### src/rtl/seq_ctrl_pkg.sv
package seq_ctrl_pkg;

   typedef enum logic [1:0] {
      SQ_IDLE   = 2'd0,
      SQ_FETCH  = 2'd1,
      SQ_EXEC   = 2'd2,
      SQ_PAUSED = 2'd3
   } sq_state_e;

endpackage

### src/rtl/seq_pc_reg.sv
module seq_pc_reg #(
   parameter int DEPTH = 8,
   localparam int AW = (DEPTH > 1) ? $clog2(DEPTH) : 1
) (
   input  logic          clk,
   input  logic          rst_n,
   input  logic          clr,
   input  logic          adv,
   output logic [AW-1:0] pc
);

   localparam logic [AW-1:0] LAST = AW'(DEPTH - 1);

   logic [AW-1:0] pc_inc;

   generate
      if (DEPTH < 2) begin : g_bad_depth
         $error("seq_pc_reg: DEPTH must be at least 2");
      end
      if ((1 << AW) == DEPTH) begin : g_pow2
         // natural overflow wraps the counter
         assign pc_inc = pc + AW'(1);
      end else begin : g_npow2
         assign pc_inc = (pc == LAST) ? '0 : pc + AW'(1);
      end
   endgenerate

   always_ff @(posedge clk or negedge rst_n) begin
      if (!rst_n) begin
         pc <= '0;
      end else if (clr) begin
         pc <= '0;
      end else if (adv) begin
         pc <= pc_inc;
      end
   end

endmodule

### src/rtl/seq_trig_cmp.sv
module seq_trig_cmp #(
   parameter int AW = 3,
   parameter bit SKIP_FIRST_ZERO = 1'b1
) (
   input  logic          clk,
   input  logic          rst_n,
   input  logic          clr,
   input  logic          fetch_valid,
   input  logic [AW-1:0] pc,
   input  logic [AW-1:0] trig,
   output logic          match
);

   logic addr_eq;

   assign addr_eq = (pc == trig);

   generate
      if (AW < 1) begin : g_bad_aw
         $error("seq_trig_cmp: AW must be at least 1");
      end
      if (SKIP_FIRST_ZERO) begin : g_skip
         logic zero_seen;

         always_ff @(posedge clk or negedge rst_n) begin
            if (!rst_n) begin
               zero_seen <= 1'b0;
            end else if (clr) begin
               zero_seen <= 1'b0;
            end else if (fetch_valid && (pc == '0)) begin
               zero_seen <= 1'b1;
            end
         end

         assign match = fetch_valid && addr_eq && ((trig != '0) || zero_seen);

         // after a clear, the first zero fetch never matches
         assert_zero_skip_R5: assert property (@(posedge clk) disable iff (!rst_n)
            $past(clr) |-> !match || (trig != '0));
      end else begin : g_plain
         assign match = fetch_valid && addr_eq;
      end
   endgenerate

endmodule

### src/rtl/seq_fsm.sv
module seq_fsm
   import seq_ctrl_pkg::*;
(
   input  logic      clk,
   input  logic      rst_n,
   input  logic      run,
   input  logic      clear,
   input  logic      pause_bit,
   input  logic      match_in,
   input  logic      done,
   output sq_state_e state,
   output logic      fetch_valid,
   output logic      pc_clr,
   output logic      pc_adv,
   output logic      stb,
   output logic      irq_match,
   output logic      irq_pause
);

   logic run_q;
   logic run_rise;

   assign run_rise    = run && !run_q;
   assign fetch_valid = (state == SQ_FETCH) && run && !clear;
   assign pc_clr      = clear;
   assign pc_adv      = (state == SQ_EXEC) && done && !clear;

   always_ff @(posedge clk or negedge rst_n) begin
      if (!rst_n) begin
         state     <= SQ_IDLE;
         run_q     <= 1'b0;
         stb       <= 1'b0;
         irq_match <= 1'b0;
         irq_pause <= 1'b0;
      end else begin
         run_q     <= run;
         stb       <= 1'b0;
         irq_match <= 1'b0;
         irq_pause <= 1'b0;
         if (clear) begin
            state <= SQ_IDLE;
         end else begin
            unique case (state)
               SQ_IDLE: begin
                  if (run) state <= SQ_FETCH;
               end
               SQ_FETCH: begin
                  if (!run) begin
                     state <= SQ_IDLE;
                  end else begin
                     irq_match <= match_in;
                     if (pause_bit) begin
                        state     <= SQ_PAUSED;
                        irq_pause <= 1'b1;
                     end else begin
                        state <= SQ_EXEC;
                        stb   <= 1'b1;
                     end
                  end
               end
               SQ_EXEC: begin
                  if (done) state <= run ? SQ_FETCH : SQ_IDLE;
               end
               SQ_PAUSED: begin
                  if (run_rise) begin
                     state <= SQ_EXEC;
                     stb   <= 1'b1;
                  end
               end
               default: state <= SQ_IDLE;
            endcase
         end
      end
   end

   // pulses last a single cycle
   assert_stb_single_R10: assert property (@(posedge clk) disable iff (!rst_n)
      stb |=> !stb);
   assert_match_single_R10: assert property (@(posedge clk) disable iff (!rst_n)
      irq_match |=> !irq_match);
   assert_pause_single_R10: assert property (@(posedge clk) disable iff (!rst_n)
      irq_pause |=> !irq_pause);
   // a pause never starts execution in the same cycle
   assert_pause_no_exec_R6: assert property (@(posedge clk) disable iff (!rst_n)
      irq_pause |-> !stb && (state == SQ_PAUSED));
   // clear always lands in idle
   assert_clear_idle_R9: assert property (@(posedge clk) disable iff (!rst_n)
      clear |=> (state == SQ_IDLE));

endmodule

### src/rtl/seq_ctrl.sv
module seq_ctrl
   import seq_ctrl_pkg::*;
#(
   parameter int DEPTH           = 8,
   parameter int INSTR_W         = 8,
   parameter int PAUSE_BIT       = 1,
   parameter bit SKIP_FIRST_ZERO = 1'b1,
   localparam int AW = (DEPTH > 1) ? $clog2(DEPTH) : 1
) (
   input  logic               clk,
   input  logic               rst_n,
   input  logic               cfg_run,
   input  logic               cfg_clear,
   input  logic [AW-1:0]      trig_addr,
   input  logic [INSTR_W-1:0] instr_word,
   input  logic               exec_done,
   output logic [AW-1:0]      fetch_addr,
   output logic               exec_stb,
   output logic               irq_match,
   output logic               irq_pause
);

   localparam logic [AW-1:0] LAST = AW'(DEPTH - 1);

   generate
      if (PAUSE_BIT < 0 || PAUSE_BIT >= INSTR_W) begin : g_bad_pause
         $error("seq_ctrl: PAUSE_BIT outside the instruction word");
      end
   endgenerate

   sq_state_e state;
   logic      fetch_valid;
   logic      pc_clr;
   logic      pc_adv;
   logic      match;
   logic      pause_bit;

   assign pause_bit = instr_word[PAUSE_BIT];

   seq_pc_reg #(.DEPTH(DEPTH)) u_pc (
      .clk   (clk),
      .rst_n (rst_n),
      .clr   (pc_clr),
      .adv   (pc_adv),
      .pc    (fetch_addr)
   );

   seq_trig_cmp #(.AW(AW), .SKIP_FIRST_ZERO(SKIP_FIRST_ZERO)) u_trig (
      .clk         (clk),
      .rst_n       (rst_n),
      .clr         (pc_clr),
      .fetch_valid (fetch_valid),
      .pc          (fetch_addr),
      .trig        (trig_addr),
      .match       (match)
   );

   seq_fsm u_fsm (
      .clk         (clk),
      .rst_n       (rst_n),
      .run         (cfg_run),
      .clear       (cfg_clear),
      .pause_bit   (pause_bit),
      .match_in    (match),
      .done        (exec_done),
      .state       (state),
      .fetch_valid (fetch_valid),
      .pc_clr      (pc_clr),
      .pc_adv      (pc_adv),
      .stb         (exec_stb),
      .irq_match   (irq_match),
      .irq_pause   (irq_pause)
   );

   // a completed slot moves the counter forward by one, wrapping
   assert_advance_R2: assert property (@(posedge clk) disable iff (!rst_n)
      (state == SQ_EXEC) && exec_done && !cfg_clear |=>
      fetch_addr == (($past(fetch_addr) == LAST) ? '0 : $past(fetch_addr) + AW'(1)));
   // a match pulse points at the trigger slot
   assert_match_addr_R4: assert property (@(posedge clk) disable iff (!rst_n)
      irq_match |-> fetch_addr == $past(trig_addr));
   // a paused sequencer keeps its slot
   assert_pause_hold_R6: assert property (@(posedge clk) disable iff (!rst_n)
      (state == SQ_PAUSED) && !cfg_clear |=> $stable(fetch_addr));
   // clear returns the counter to slot 0
   assert_clear_pc_R9: assert property (@(posedge clk) disable iff (!rst_n)
      cfg_clear |=> fetch_addr == '0);

endmodule

### config.mk
export PLATFORM = sky130hd
export DESIGN_NAME = seq_ctrl
export DESIGN_NICKNAME = d
export VERILOG_FILES = /design/src/rtl/seq_ctrl_pkg.sv /design/src/rtl/seq_pc_reg.sv /design/src/rtl/seq_trig_cmp.sv /design/src/rtl/seq_fsm.sv /design/src/rtl/seq_ctrl.sv
export SDC_FILE = /design/constraint.sdc
export NUM_CORES = 1
export LEC_CHECK = 0
export CAP_MARGIN = 0
export CORE_AREA = 2 2 39 41
export CTS_CLUSTER_SIZE = 40
export DETAILED_ROUTE_END_ITERATION = 10
export DIE_AREA = 0 0 41 43
export PLACE_DENSITY_LB_ADDON = 0.3
export SLEW_MARGIN = 10
export SYNTH_ARGS = -nofsm -noshare
export SYNTH_HDL_FRONTEND = slang
export SYNTH_SLANG_ARGS = --single-unit
### constraint.sdc
create_clock -name clk -period 1.53 [get_ports clk]
set_clock_uncertainty 0.05 [all_clocks]
set_input_delay 0.306 -clock clk [delete_from_list [all_inputs] [get_ports clk]]
set_output_delay 0.306 -clock clk [all_outputs]
set_load 0.05 [all_outputs]
### Yosys cells after proc, flatten, opt, wreduce, memory -nomap -nowiden

Index checks and enable logic that the tools add are counted.

* $add $sub $neg: 1
* $mul: 0
* div/mod/pow operators: 0
* magnitude comparators: 0
* equal/unequal tests: 7
* shift operators: 0
* mux-type cells: 24
* bitwise gates (word level): 0
* reduce and logical (&&, ||, !) cells: 17

Operator list (number)
* 2-to-1 mux 1 bit: 15
* 2-to-1 mux 2 bit: 5
* logical AND 1 bit: 8
* case mux 2 bit (4 select lines): 1
* 2-to-1 mux 3 bit: 2
* inequality test 3 bit, second input constant: 2
* == test 2 bit, second input constant: 2
* nonzero test 2 bit: 2
* adder 3 x 1 -> 3 bit, second input constant: 1
* == test 3 bit: 1
* logical NOT 3 bit: 1
* inequality test 3 x 2 -> 1 bit, second input constant: 1
* AND reduction 3 bit: 1
* nonzero test 3 bit: 1
* == test 2 x 1 -> 1 bit, second input constant: 1
* logical NOT 1 bit: 2
* logical NOT 2 bit: 1
* case mux 1 bit (2 select lines): 1
* logical OR 1 bit: 1

* register bits after elaboration: 10
* latch bits: 0
* bits in writable memories: 0
* bits in read-only memories: 0
* input bits: 16
* word-level logic and storage cells: 56
* memories kept: 0

### Logic depth before layout (Yosys ltp)

Gate-level depths: netlist of the first run.

* depth after elaboration: 8
* depth in mapped cells: 4
* mapped depth without buffers: 4

### Hierarchy

Synthesis of the first run repeated with hierarchy kept, for this count alone.

* cell total of the unflattened synthesis: 44
* area total of the unflattened synthesis: 484.2 sq um

By module, submodules not included
* seq_fsm: times used 1, cells each 22, area an instance 260.2 sq um
* seq_pc_reg: times used 1, cells each 11, area an instance 136.4 sq um
* seq_trig_cmp: times used 1, cells each 11, area an instance 87.6 sq um

### Worst setup path before layout of the first run

No wires, ideal clock.

* path type: flip-flop to flip-flop
* start point: register u_pc.pc[1]
* end point: register u_fsm.irq_match
* library setup time: 0.111 ns
* arrival: 1.395 ns
* slack: -0.026 ns
* cell stages (with the launch flop): 4
* path buffers: 0
* period minus slack after synthesis: 1.556 ns
* cell sequence: dfrtp_1 nor3_1 or3_1 a2111oi_2

* cells in the longest elaborated chain, start to end: 6

Ends and longest elaborated chain
* start: declaration: RTL line seq_pc_reg.sv:9 `output logic [AW-1:0] pc`
* start signal: assignment: RTL line seq_pc_reg.sv:34 `pc <= pc_inc;`
* == test 3 bit: RTL line seq_trig_cmp.sv:16 `assign addr_eq = (pc == trig);`
* logical AND 1 bit (2 in series): RTL line seq_trig_cmp.sv:35 `assign match = fetch_valid && addr_eq && ((trig != '0) || zero_seen);`
* 2-to-1 mux 1 bit: RTL line seq_fsm.sv:48 `if (!run) begin`
* 2-to-1 mux 1 bit: RTL line seq_fsm.sv:43 `unique case (state)`
* 2-to-1 mux 1 bit: RTL line seq_fsm.sv:40 `if (clear) begin`
* end signal: assignment: RTL line seq_fsm.sv:51 `irq_match <= match_in;`
* end: declaration: RTL line seq_fsm.sv:16 `output logic irq_match,`

Every way passes these cells.
A chain may end at the register's enable or synchronous reset.

### Final worst setup path of the first run

* start point: register u_pc.pc[0]
* end point: register u_fsm.irq_match

The elaborated chain is that of the path after synthesis.

==> results of run 1 <==
## sequential cells by signal, summed over array words and instances (netlist names)
register                 flops
u_fsm.irq_match              1
u_fsm.irq_pause              1
u_fsm.run_q                  1
u_fsm.state                  2
u_fsm.stb                    1
u_pc.pc                      3
u_trig.g_skip.zero_seen      1
## metrics by stage
step	hold slack, ns	TNS (ns)	cell area, µm²	instances	util [%]
global placement	0.3986	-0.01796	729.5	79	52.71
finish	0.2926	0	755.7	83	54.61
global route	0.3370	0	755.7	83	54.61
CTS	0.3001	0	755.7	83	54.61
floorplan	-0.03959	0	484.2	46	-
detailed placement	0.4174	-0.04779	729.5	79	52.71
## synth_stat cells
cell,count
dfrtp_1,10
nor2_1,5
inv_1,4
nand2_1,4
xnor2_1,3
ha_1,2
o21ai_0,2
a2111oi_2,1
a211oi_1,1
a21oi_1,1
a221oi_1,1
a41oi_1,1
and2b_1,1
buf_2,1
mux2i_1,1
nand3b_1,1
nand4b_1,1
nor2b_1,1
nor3_1,1
o22ai_1,1
or2_1,1
or3_1,1
xor2_1,1
## power breakdown
group / internal [mW] / total, mW / switching, mW
sequential: 0.271 / 0.282 / 0.0101
combinational: 0.0424 / 0.0741 / 0.0317
clock: 0.101 / 0.190 / 0.0898
## path summary, 6_finish.rpt
kind / start / endpoint / depth (start not counted)
max in group asynchronous: rst_n / u_pc.pc[1]$_DFFE_PN0P_ / 1
min in group clk: u_fsm.run_q$_DFF_PN0_ / u_fsm.stb$_DFF_PN0_ / 1
setup reg to reg: u_pc.pc[0]$_DFFE_PN0P_ / u_fsm.irq_match$_DFF_PN0_ / 3
hold / removal: rst_n / u_pc.pc[2]$_DFFE_PN0P_ / 1
setup / recovery: u_pc.pc[0]$_DFFE_PN0P_ / u_fsm.irq_match$_DFF_PN0_ / 3
hold reg to reg: u_fsm.run_q$_DFF_PN0_ / u_fsm.stb$_DFF_PN0_ / 1
## worst max-delay path: stages, from the launching register on
cell	delay, ns
dfrtp_1	0.48
nor3_1	0.08
or3_1	0.33
a2111oi_2	0.30
## routing by layer
layer	wire length, µm	track usage [%]	up-vias
met4	12	12.00	0
met1	389	15.38	196
li1	-	-	202
met2	491	20.63	11
met5	0	0	-
met3	54	3.141	2
## final cells by class
cell class                 count  share of cell area [%]
timing repair buffer          18                   30.46
tap                           16                   2.649
inverter                       4                   1.987
multi-input combinational     31                   28.15
sequential                    10                   33.28
clock buffer                   4                   3.477
## kinds of logic after synthesis
family                     after synthesis  synth area share, %
and+or+nand+nor                         16                16.84
DFF                                     10                51.81
AOI/OAI and AO/OA                        8                12.69
buffers and inverters                    5                4.143
xor gates and xnor gates                 4                7.255
adders and majority gates                2                5.181
muxes                                    1                2.073
==> impl_metrics.csv, run 1 <==
group,metric,value,unit
power_and_ir_drop,total_power,0.5461,mW
finish,ff_latch_area,251.5,µm²
finish,multiInputGateArea,212.7,µm²
power_and_ir_drop,ir_worst_vdd,0.2814,mV
cts,cts_buffers,3,
outcome,outcome,"finished, final reports clean",
cts,cts_resized,0,
placement,dp_hpwl,720.4,µm
floorplanning,rows,14,
sta,setup_slack,0.1815,ns
flow_run,cap_viol_max_count,0,
cts,clkLatencyLatePin,0.26,ns
yosys,yosysTopAreaCellShare,51.81,%
critical_path,required,1.63,ns
drt,wl,948,µm
critical_path,critical_path_class,"reg2reg",
yosys,synth_area_per_cell,10.50,µm²
cts,cts_tree,"yes",
cts,cts-root-buf,"clkbuf_4",
floorplanning,start_util,34.90,%
critical_path,setup.worst_path.end_class,"register",
sta,max_freq,0.7416,GHz
yosys,netlist_area,483.0,µm²
finish,nets,86,
drt,antenna_left,0,
yosys,syn_nets,64,
sta,period_minus_slack,1.348,ns
power_and_ir_drop,p_leak,0.3285,nW
yosys,synth_area_leaders,"dfrtp_1, xnor2_1, ha_1",
critical_path,arrival,1.45,ns
critical_path,r2r_setup_slack,0.18,ns
finish,fill_cells,114,
drt,post-route-drc-count,0,
floorplanning,dieArea,0.001763,mm²
yosys,yosysUniqueCellTypes,23,
finish,most-common-layout-cells,"dfrtp_1, clkdlybuf4s50_1, buf_12, nor2_1",
floorplanning,core,0.001384,mm²
grt,antenna_found_initial,0,
sta,slew_headroom,71.43,%
drt,routedWlPerCell,11.42,µm
placement,pre_cts_ws,-0.04779,ns
drt,first_iter_violations,6,
cts,clk_path_buf_depth,2,
floorplanning,num_io_pins,22,
floorplanning,die_height,43,µm
grt,grt_overflow_total,0,
min_path,worst_hold_path_type,"in2async",
critical_path,worst_setup_path_start_kind,"register",
grt,grt_pass1_vias,373,
sta,rsz0062_at_grt,"false",
yosys,synth_seq_area_share,51.81,%
sta,final-setup-viol-count,0,
cts,clock_sinks,10,
finish,layout-drive-gt1-share,22.39,%
yosys,synthCells,46,
cts,cts_setup_buffers,0,
yosys,ys_warn_count,0,
cts,ctsHoldBuffers,0,
yosys,ys_ff_latch,10,
yosys,synth_top_area_cell,"dfrtp_1",
drt,viasPerCell,4.952,
placement,portBuffers,14,
finish,area_growth,56.48,%
power_and_ir_drop,p_per_area,722.6,mW/mm²
floorplanning,dieWidth,41,µm
finish,diodes,0,
cts,ctsHtreeMaxLevel,1,
grt,grt_pass1_wl,1524,µm
placement,gp_congestion,0.8108,
critical_path,cp_max_fo,5,
cts,clk_pin_slew,0.07,ns
grt,grtUsageTotal,13.82,%
finish,layout_commonest_cell,"dfrtp_1",
grt,grt_max_degree,11,
sta,slew_violations,0,
sta,finalCritPeriodShare,88.14,%
drt,num_vias,411,
drt,first_pass_iters,4,
sta,worst_pin_slew,0.4272,ns
sta,hold_viol,0,
Power figures use the tool's default switching activity.
==> inputs of run 2 (changes only) <==
--- a/config.mk
+++ b/config.mk
@@ -11,7 +11,7 @@
 export DETAILED_ROUTE_END_ITERATION = 10
 export DIE_AREA = 0 0 41 43
 export PLACE_DENSITY_LB_ADDON = 0.3
-export SLEW_MARGIN = 10
+export SLEW_MARGIN = 20
 export SYNTH_ARGS = -nofsm -noshare
 export SYNTH_HDL_FRONTEND = slang
 export SYNTH_SLANG_ARGS = --single-unit
==> results of run 2 <==
Final layout, timing and power as in run 1 (identical DEF).
